File: src/rtl/xfer_seq_pkg.sv
package xfer_seq_pkg;

  typedef enum logic [2:0] {
    S_IDLE = 3'd0,
    S_REQ  = 3'd1,
    S_XFER = 3'd2,
    S_UPD  = 3'd3,
    S_CASC = 3'd4
  } seqState_t;

  // Strobes from the control FSM to the datapath
  typedef struct packed {
    logic xferNow;   // acknowledge cycle of a transfer
    logic updNow;    // register update cycle
  } seqStrobe_t;

endpackage

File: src/rtl/seq_control.sv
module seq_control
  import xfer_seq_pkg::*;
#(
  parameter int NUM_CH = 4,
  parameter int SEL_W  = (NUM_CH > 1) ? $clog2(NUM_CH) : 1
) (
  input  logic              clk,
  input  logic              rstN,
  input  logic [NUM_CH-1:0] chanReq,
  input  logic [NUM_CH-1:0] effMask,
  input  logic [NUM_CH-1:0] modeCascade,
  input  logic              busGrant,
  output seqStrobe_t        strobe,
  output logic [SEL_W-1:0]  sel,
  output logic              busHold,
  output logic [NUM_CH-1:0] chanAck
);

  seqState_t        state, stateNext;
  logic [SEL_W-1:0] selQ, pick;
  logic             anyLive;
  logic [NUM_CH-1:0] live;

  assign live = chanReq & ~effMask;

  // Fixed priority: scan high to low so the lowest index wins
  always_comb begin
    pick    = '0;
    anyLive = 1'b0;
    for (int i = NUM_CH - 1; i >= 0; i--) begin
      if (live[i]) begin
        pick    = SEL_W'(i);
        anyLive = 1'b1;
      end
    end
  end

  always_comb begin
    stateNext = state;
    unique case (state)
      S_IDLE: if (anyLive) stateNext = modeCascade[pick] ? S_CASC : S_REQ;
      S_REQ:  if (busGrant) stateNext = S_XFER;
      S_XFER: stateNext = S_UPD;
      S_UPD:  stateNext = S_IDLE;
      S_CASC: if (!chanReq[selQ]) stateNext = S_IDLE;
      default: stateNext = S_IDLE;
    endcase
  end

  always_ff @(posedge clk or negedge rstN) begin
    if (!rstN) begin
      state <= S_IDLE;
      selQ  <= '0;
    end else begin
      state <= stateNext;
      if (state == S_IDLE && anyLive) selQ <= pick;
    end
  end

  always_comb begin
    chanAck = '0;
    if (state == S_XFER) chanAck[selQ] = 1'b1;
    if (state == S_CASC) chanAck[selQ] = busGrant;
  end

  assign busHold        = (state == S_REQ) || (state == S_XFER) ||
                          ((state == S_CASC) && chanReq[selQ]);
  assign strobe.xferNow = (state == S_XFER);
  assign strobe.updNow  = (state == S_UPD);
  assign sel            = selQ;

  // at most one channel acknowledged
  p_onehot_ack_r4: assert property (@(posedge clk) disable iff (!rstN)
    $onehot0(chanAck));

  // a transfer cycle only follows a seen grant
  p_xfer_granted_r4: assert property (@(posedge clk) disable iff (!rstN)
    (state == S_XFER) |-> $past(busGrant));

  // with nothing unmasked requesting, idle stays idle
  p_masked_idle_r3: assert property (@(posedge clk) disable iff (!rstN)
    (state == S_IDLE && live == '0) |=> (state == S_IDLE));

endmodule

File: src/rtl/seq_datapath.sv
module seq_datapath
  import xfer_seq_pkg::*;
#(
  parameter int NUM_CH = 4,
  parameter int SEL_W  = (NUM_CH > 1) ? $clog2(NUM_CH) : 1,
  parameter int ADDR_W = 16,
  parameter int CNT_W  = 16
) (
  input  logic                          clk,
  input  logic                          rstN,
  input  seqStrobe_t                    strobe,
  input  logic [SEL_W-1:0]              sel,
  input  logic [NUM_CH-1:0]             loadStrobe,
  input  logic [NUM_CH-1:0]             modeAutoInit,
  input  logic [NUM_CH-1:0][ADDR_W-1:0] baseAddr,
  input  logic [NUM_CH-1:0][CNT_W-1:0]  baseCnt,
  output logic [NUM_CH-1:0][ADDR_W-1:0] curAddr,
  output logic [NUM_CH-1:0][CNT_W-1:0]  curCnt,
  output logic [NUM_CH-1:0]             tcFlags,
  output logic [NUM_CH-1:0]             selfMask,
  output logic [ADDR_W-1:0]             xferAddr,
  output logic                          termCount
);

  logic atZero;
  assign atZero    = (curCnt[sel] == '0);
  assign xferAddr  = curAddr[sel];
  assign termCount = strobe.xferNow && atZero;

  for (genvar g = 0; g < NUM_CH; g++) begin : g_chan
    logic hit, lastOne;
    assign hit     = strobe.updNow && (sel == SEL_W'(g));
    assign lastOne = (curCnt[g] == '0);

    always_ff @(posedge clk or negedge rstN) begin
      if (!rstN) begin
        curAddr[g]  <= '0;
        curCnt[g]   <= '0;
        tcFlags[g]  <= 1'b0;
        selfMask[g] <= 1'b0;
      end else if (loadStrobe[g]) begin
        curAddr[g]  <= baseAddr[g];
        curCnt[g]   <= baseCnt[g];
        tcFlags[g]  <= 1'b0;
        selfMask[g] <= 1'b0;
      end else if (hit) begin
        if (lastOne) begin
          tcFlags[g] <= 1'b1;
          if (modeAutoInit[g]) begin
            curAddr[g] <= baseAddr[g];
            curCnt[g]  <= baseCnt[g];
          end else begin
            curAddr[g]  <= curAddr[g] + 1'b1;
            curCnt[g]   <= curCnt[g] - 1'b1;
            selfMask[g] <= 1'b1;
          end
        end else begin
          curAddr[g] <= curAddr[g] + 1'b1;
          curCnt[g]  <= curCnt[g] - 1'b1;
        end
      end
    end
  end

  // terminal count only appears inside a transfer cycle
  p_tc_in_xfer_r5: assert property (@(posedge clk) disable iff (!rstN)
    termCount |-> strobe.xferNow);

  // last non-reloading update leaves all-ones in the count
  p_tc_readback_r5: assert property (@(posedge clk) disable iff (!rstN)
    (strobe.updNow && atZero && !modeAutoInit[sel] && !loadStrobe[sel])
      |=> (curCnt[$past(sel)] == '1));

  // same event masks the channel
  p_self_mask_r8: assert property (@(posedge clk) disable iff (!rstN)
    (strobe.updNow && atZero && !modeAutoInit[sel] && !loadStrobe[sel])
      |=> selfMask[$past(sel)]);

endmodule

File: src/rtl/xfer_sequencer.sv
module xfer_sequencer
  import xfer_seq_pkg::*;
#(
  parameter int NUM_CH = 4,
  parameter int ADDR_W = 16,
  parameter int CNT_W  = 16,
  localparam int SEL_W = (NUM_CH > 1) ? $clog2(NUM_CH) : 1
) (
  input  logic                          clk,
  input  logic                          rstN,
  input  logic [NUM_CH-1:0]             chanReq,
  input  logic [NUM_CH-1:0]             chanMask,
  input  logic [NUM_CH-1:0]             modeAutoInit,
  input  logic [NUM_CH-1:0]             modeDirToMem,
  input  logic [NUM_CH-1:0]             modeCascade,
  input  logic [NUM_CH-1:0]             loadStrobe,
  input  logic [NUM_CH-1:0][ADDR_W-1:0] baseAddr,
  input  logic [NUM_CH-1:0][CNT_W-1:0]  baseCnt,
  input  logic                          busGrant,
  output logic                          busHold,
  output logic [NUM_CH-1:0]             chanAck,
  output logic                          memRd,
  output logic                          memWr,
  output logic                          ioRd,
  output logic                          ioWr,
  output logic [ADDR_W-1:0]             xferAddr,
  output logic                          termCount,
  output logic [NUM_CH-1:0][ADDR_W-1:0] curAddr,
  output logic [NUM_CH-1:0][CNT_W-1:0]  curCnt,
  output logic [NUM_CH-1:0]             tcFlags,
  output logic [NUM_CH-1:0]             selfMask
);

  seqStrobe_t       strobe;
  logic [SEL_W-1:0] sel;
  logic             toMem;

  seq_control #(.NUM_CH(NUM_CH), .SEL_W(SEL_W)) i_ctrl (
    .clk(clk), .rstN(rstN), .chanReq(chanReq),
    .effMask(chanMask | selfMask), .modeCascade(modeCascade),
    .busGrant(busGrant), .strobe(strobe), .sel(sel),
    .busHold(busHold), .chanAck(chanAck)
  );

  seq_datapath #(.NUM_CH(NUM_CH), .SEL_W(SEL_W), .ADDR_W(ADDR_W), .CNT_W(CNT_W)) i_dp (
    .clk(clk), .rstN(rstN), .strobe(strobe), .sel(sel),
    .loadStrobe(loadStrobe), .modeAutoInit(modeAutoInit),
    .baseAddr(baseAddr), .baseCnt(baseCnt),
    .curAddr(curAddr), .curCnt(curCnt), .tcFlags(tcFlags),
    .selfMask(selfMask), .xferAddr(xferAddr), .termCount(termCount)
  );

  assign toMem = modeDirToMem[sel];
  assign memWr = strobe.xferNow &&  toMem;
  assign ioRd  = strobe.xferNow &&  toMem;
  assign memRd = strobe.xferNow && !toMem;
  assign ioWr  = strobe.xferNow && !toMem;

  // strobes only with an acknowledge, never both memory strobes
  p_strobe_ack_r9: assert property (@(posedge clk) disable iff (!rstN)
    (memRd || memWr) |-> ((chanAck != '0) && !(memRd && memWr)));

  // cascade acknowledge never comes with strobes
  p_cascade_quiet_r10: assert property (@(posedge clk) disable iff (!rstN)
    ((chanAck & modeCascade) != '0) |-> !(memRd || memWr || ioRd || ioWr));

endmodule

File: config.mk
export PLATFORM = sky130hd
export DESIGN_NAME = xfer_sequencer
export DESIGN_NICKNAME = d
export VERILOG_FILES = /design/src/rtl/xfer_seq_pkg.sv /design/src/rtl/seq_control.sv /design/src/rtl/seq_datapath.sv /design/src/rtl/xfer_sequencer.sv
export SDC_FILE = /design/constraint.sdc
export NUM_CORES = 1
export LEC_CHECK = 0
export ABC_AREA = 1
export BUFFER_PORTS_ARGS = -buffer_cell sky130_fd_sc_hd__buf_2
export CORE_AREA = 4 4 149 151
export CTS_CLUSTER_DIAMETER = 60
export DETAILED_ROUTE_END_ITERATION = 10
export DIE_AREA = 0 0 153 155
export PLACE_DENSITY = 0.77
export SYNTH_ARGS = -nofsm -noshare
export SYNTH_HDL_FRONTEND = slang
export SYNTH_SLANG_ARGS = --single-unit
File: constraint.sdc
create_clock -name clk -period 1.95 [get_ports clk]
set_clock_uncertainty 0.1 [all_clocks]
set_input_delay 0.0975 -clock clk [delete_from_list [all_inputs] [get_ports clk]]
set_output_delay 0.0975 -clock clk [all_outputs]
set_load 0.02 [all_outputs]
---- Word level (Yosys, flattened, before mapping) ----
Cells that the tools add are included.
Widths: inputs -> output; s select.
operators by class
  equality and inequality tests ........... 14
  add/sub/neg operators ................... 8
  magnitude comparators ................... 3
  bitwise logic cells ..................... 3
  reduce and logical (&&, ||, !) cells .... 37
  muxes and demuxes ....................... 88
operator list
  kind                   count
  $mux 16                34
  $logic_not 16->1       5
  $add 16x1->16 const B  4
  $bmux 16 s2            2
  $sub 16x1->16 const B  4
  $mux 1                 36
  $reduce_bool 2->1      8
  $reduce_and 3->1       5
  $mux 3                 4
  $pmux 3 s4             1
  $logic_and 1x1->1      10
  $ne 2x1->1 const B     5
  $mux 2                 4
  $mux 4                 2
  $reduce_and 2->1       4
  $bmux 1 s2             3
  $eq 3x2->1 const B     2
  $lt 2x3->1 const B     2
  $and 4x4->4            1
  $bwmux 4               1
  $eq 2x2->1 const B     2
  $ne 2x2->1 const B     2
  $not 4->4              1
  $or 4x4->4             1
  other kinds (9)        10
storage, ports and cells
  logic and storage cells ................. 171
  output and inout bits ................... 162
  bits in registers ....................... 141

---- Logic depth before layout (Yosys ltp) ----
  depth after elaboration ................. 12
  depth in mapped cells ................... 12
  gate-level depth less buffers ........... 12

---- Hierarchy ----
Synthesis repeated with hierarchy kept, for this count alone.
second synthesis, totals
  cells, all modules ...................... 1784
  area, all modules ....................... 11011.8 um^2
by module, submodules not included
  module          instances  area an instance (um^2)  cells each
  seq_datapath    1          10427.5                  1682
  seq_control     1          460.4                    76
  xfer_sequencer  1          123.9                    26

---- Least setup slack after synthesis ----
OpenSTA, ideal clock, no wires.
  kind .................................... register to output
  start point ............................. register i_dp.curCnt[0] in the netlist's numbering
  end point ............................... output port termCount
  cell stages (with the launch flop) ...... 8
  buffers on the path ..................... 0
  slack ................................... 0.030 ns
  arrival ................................. 1.722 ns
  path through ............................ dfrtp_1 > inv_1 > nand3_1 > nor2_2 > nand3_1 > a21oi_1 > nand2_1 > nor3_1
between the ends
  word-level cells in the longest chain between the ends .. 4
RTL lines
  item                              line                  source
  start: declaration                seq_datapath.sv:18    output logic [NUM_CH-1:0][CNT_W-1:0] curCnt,
  start signal: indexed assignment  seq_datapath.sv:43    curCnt[g] <= baseCnt[g];
  start signal: indexed assignment  seq_datapath.sv:51    curCnt[g] <= baseCnt[g];
  start signal: indexed assignment  seq_datapath.sv:54    curCnt[g] <= curCnt[g] - 1'b1;
  $bmux 16 s2                       seq_datapath.sv:26    assign atZero = (curCnt[sel] == '0);
  $mux 16 (implied by the code)     seq_datapath.sv:26
  $logic_not 16->1                  seq_datapath.sv:26
  $logic_and 1x1->1                 seq_datapath.sv:28    assign termCount = strobe.xferNow && atZero;
  end: declaration                  xfer_sequencer.sv:27  output logic termCount,
Every way passes these cells. The select of a mux whose other input is x is not followed.

---- Final worst setup path ----
  start point ............................. register i_ctrl.selQ[0], in the netlist i_ctrl.sel[0]
  end point ............................... output port termCount
between the ends
  word-level cells in the longest chain between the ends .. 4
RTL lines
  item                           line                source
  start: declaration             seq_control.sv:20   logic [SEL_W-1:0] selQ, pick;
  start signal: assignment       seq_control.sv:56   if (state == S_IDLE && anyLive) selQ <= pick;
  $bmux 16 s2                    seq_datapath.sv:26
  $mux 16 (implied by the code)  seq_datapath.sv:26
  $logic_not 16->1               seq_datapath.sv:26
  $logic_and 1x1->1              seq_datapath.sv:28
Every way passes these cells. The select of a mux whose other input is x is not followed.

==> out/results.txt <==
outcome: complete, but fails checks
failing checks: setup timing
Clock Sinks: 141
# IOs: 317
Die Area: 23,700 um2
row cnt: 53
WL/cell: 16.4 um
Pwr per Cell Area: 1010 nW/um2
CTS tree: yes
CP Data Arrival Time: 1940 ps
Overflow after GRT: 0
part of the Yosys area used for sequential elements: 34.3%
Comb power frac: 51.7%
synthesized area: 10,300 um2
count of flip-flops with a built-in enable after synthesis: 0
worst endpoint required time: 1750 ps
Mapped Cells: 1,562
Syn. warnings: 0
Met1 Wirelength: 15,500 um
Port Buf Inserts: 316
Switching Power: 6.97 mW
post-route worst setup slack: -186 ps
Syn Nets: 1,726
starting density of the core: 49.4%
total number of vias: 12.8k
nets: 2,267
1st-pass router iterations: 8
area of the multi-input gates: 6090 um2
Post-synth top flop: dfrtp_1
crit-path max FO: 6
Antenna diodes: 0
Die X: 153 um
max-cap violation count: 0
commonest non-fill, non-tap cells in the layout: nand2_1 (452), buf_2 (289), inv_1 (197)
first-pass GRT wire length: 61,200 um
FFs w/ async S/R, synth: 100%
Critical Path Start: i_ctrl.sel[0]$_DFFE_PN0P_
H-tree levels: 4
post-synth cell types: 43
Final Setup Violations: 21
crit end category: output pin
Final Hold Vio Count: 0
Clock Path Buffers: 2
hpwl dp: 26,800 um
Met3 Routed Length: 3570 um
residual DRC count: 0
top routing layer in use: met4
Avg Cell Area, Syn: 6.59 um2
DR WL met2: 18,900 um
switching share of power: 43.6%
final max-slew violation count: 0
clock network fraction of design power: 21.8%
final worst path period share: 110%
Reg-to-Reg End: i_dp.curAddr[3]$_DFFE_PN0P_
dpl cells: 2,175
Leakage: 8.08 nW
Routed Antenna Nets: 0
CTS clk-pin slew, worst paths: 60 ps
sequential share of power: 26.5%
Crit Path Category: reg2out
max_slew headroom: 69.8%
vias in the first global route: 12.2k
initial antenna violation count: 0
fillers: 1,504
Worst Hold Class: in2reg
WL final: 39,300 um
reg2reg start: i_dp.curCnt[9]$_DFFE_PN0P_
Tmin final: 2140 ps
Worst-Margin Slew: 450 ps
most common cell after layout, fill and taps aside: nand2_1
largest net degree at the start of global routing: 51
GP Congestion: 0.921
Synth Register Bits: 141
RSZ-0062 raised after global routing: yes
worst r2r path cells: 12
share of cells above drive strength 1: 29.6%
Die Ht: 155 um
CP startpoint kind: register
Finished Layout Cells: 2,391
Hold Path Cell Cnt: 6
Area growth, synth to finish: 53.3%
Clock Root Buffer: clkbuf_16
peak supply drop: 0.000782 V
Core ar.: 20,800 um2
Max Freq: 468 MHz
Pint: 9.01 mW
GRT Util Overall: 31.3%
Final Power: 16.0 mW
Num CTS Buffers: 17
hold path startpoint: chanReq[3]
WHS Endpoint: i_ctrl.state[1]$_DFFE_PN0P_
initial DRC count: 931
internal reg-to-reg setup slack: 0 ps
Register Area: 3540 um2
drt via density: 5.34
clk_lat worst skew: 430 ps
[cell type report]
type | count | share of cell area (%)
clock buffer | 20 | 2.89
tap | 275 | 2.18
inverter | 217 | 5.48
timing repair buffer | 576 | 27.5
clock inverter | 12 | 1.01
multi-input combinational | 1150 | 38.6
sequential | 141 | 22.4
[worst max-delay path, cell delays in order, from the launching register on]
cell and delay [ps]:
dfrtp_2 480, nor2_4 180, clkinvlp_4 190, buf_4 180, a21oi_2 210, nor3_2 90
buf_4 160
[power by group through the flow]
stage               Clock (mW)  Combinational, mW  Sequential (mW)
global route              3.63               8.86             4.31
detailed placement           0               6.12             4.20
floorplan                    0               3.04             4.79
finish                    3.48               8.26             4.24
global placement             0               6.03             4.18
CTS                       3.52               7.46             4.18
[stage by stage]
step	hold slack (ps)	area, um2	setup WS (ps)	util (%)	setup TNS (ps)
final	41.1	15800	-186	75.8	-1960
after global routing	86.1	15800	-284	75.8	-3670
after CTS	24.5	15100	-168	72.7	-1810
after detailed placement	-46.9	12500	-39.7	60.1	-39.7
after global placement	-48.4	12500	10.5	60.1	0
after floorplan	-298	10300	30.2	-	0
[Yosys cell counts, types with 6 or more instances]
library cell	instances	area, um2
nand2_1	463	1740
inv_1	205	769
nor2_1	174	653
dfrtp_1	141	3530
nand3_1	112	561
o21ai_0	94	470
a21oi_1	57	285
xor2_1	49	429
o21ai_1	43	215
buf_2	21	105
nor3_1	21	105
nand4_1	19	119
a22oi_1	15	113
buf_4	15	113
buf_6	14	158
o221ai_1	12	105
nor2_4	10	113
ha_1	9	113
inv_2	9	33.8
nor2_2	9	56.3
or2_2	9	56.3
o22ai_1	8	50.1
a21oi_2	6	52.6
nand2_2	6	37.5
xnor2_1	6	52.6
[repair_timing]
item	CTS	global route
buffers inserted	19	20
cloned	1	3
pin swaps	11	23
endpoints found under the hold margin	279	0
hold buffers	142	0
setup endpoints to repair	25	141
resized for setup	106	119
[layer usage]
layer  up-vias  track usage [%]
li1       6068                -
met1      5913             39.7
met2       668             52.6
met3       112             7.07
met4         0             11.9
met5         -                0
[state kept, by name (all words and copies together), names as in the netlist]
name           count
i_ctrl.sel         2
i_dp.curCnt       64
i_ctrl.state       3
i_dp.selfMask      4
i_dp.curAddr      64
i_dp.tcFlags       4
[cell families after synthesis]
| family | synth area share [%] |
|---|---|
| buf+inv | 11.8 |
| simple gates | 34.3 |
| xor+xnor | 4.68 |
| flops | 34.3 |
| fa+ha+maj | 1.09 |
| compound gates | 13.8 |
[worst max-delay path by stage]
stage	to	slack, ps	cells after the start
finish	termCount	-190	6
global route	termCount	-280	8
CTS	termCount	-170	8
detailed placement	termCount	-40	8
global placement	termCount	10	8
floorplan	termCount	30	7
No activity file was read; power rests on OpenSTA's default activity.
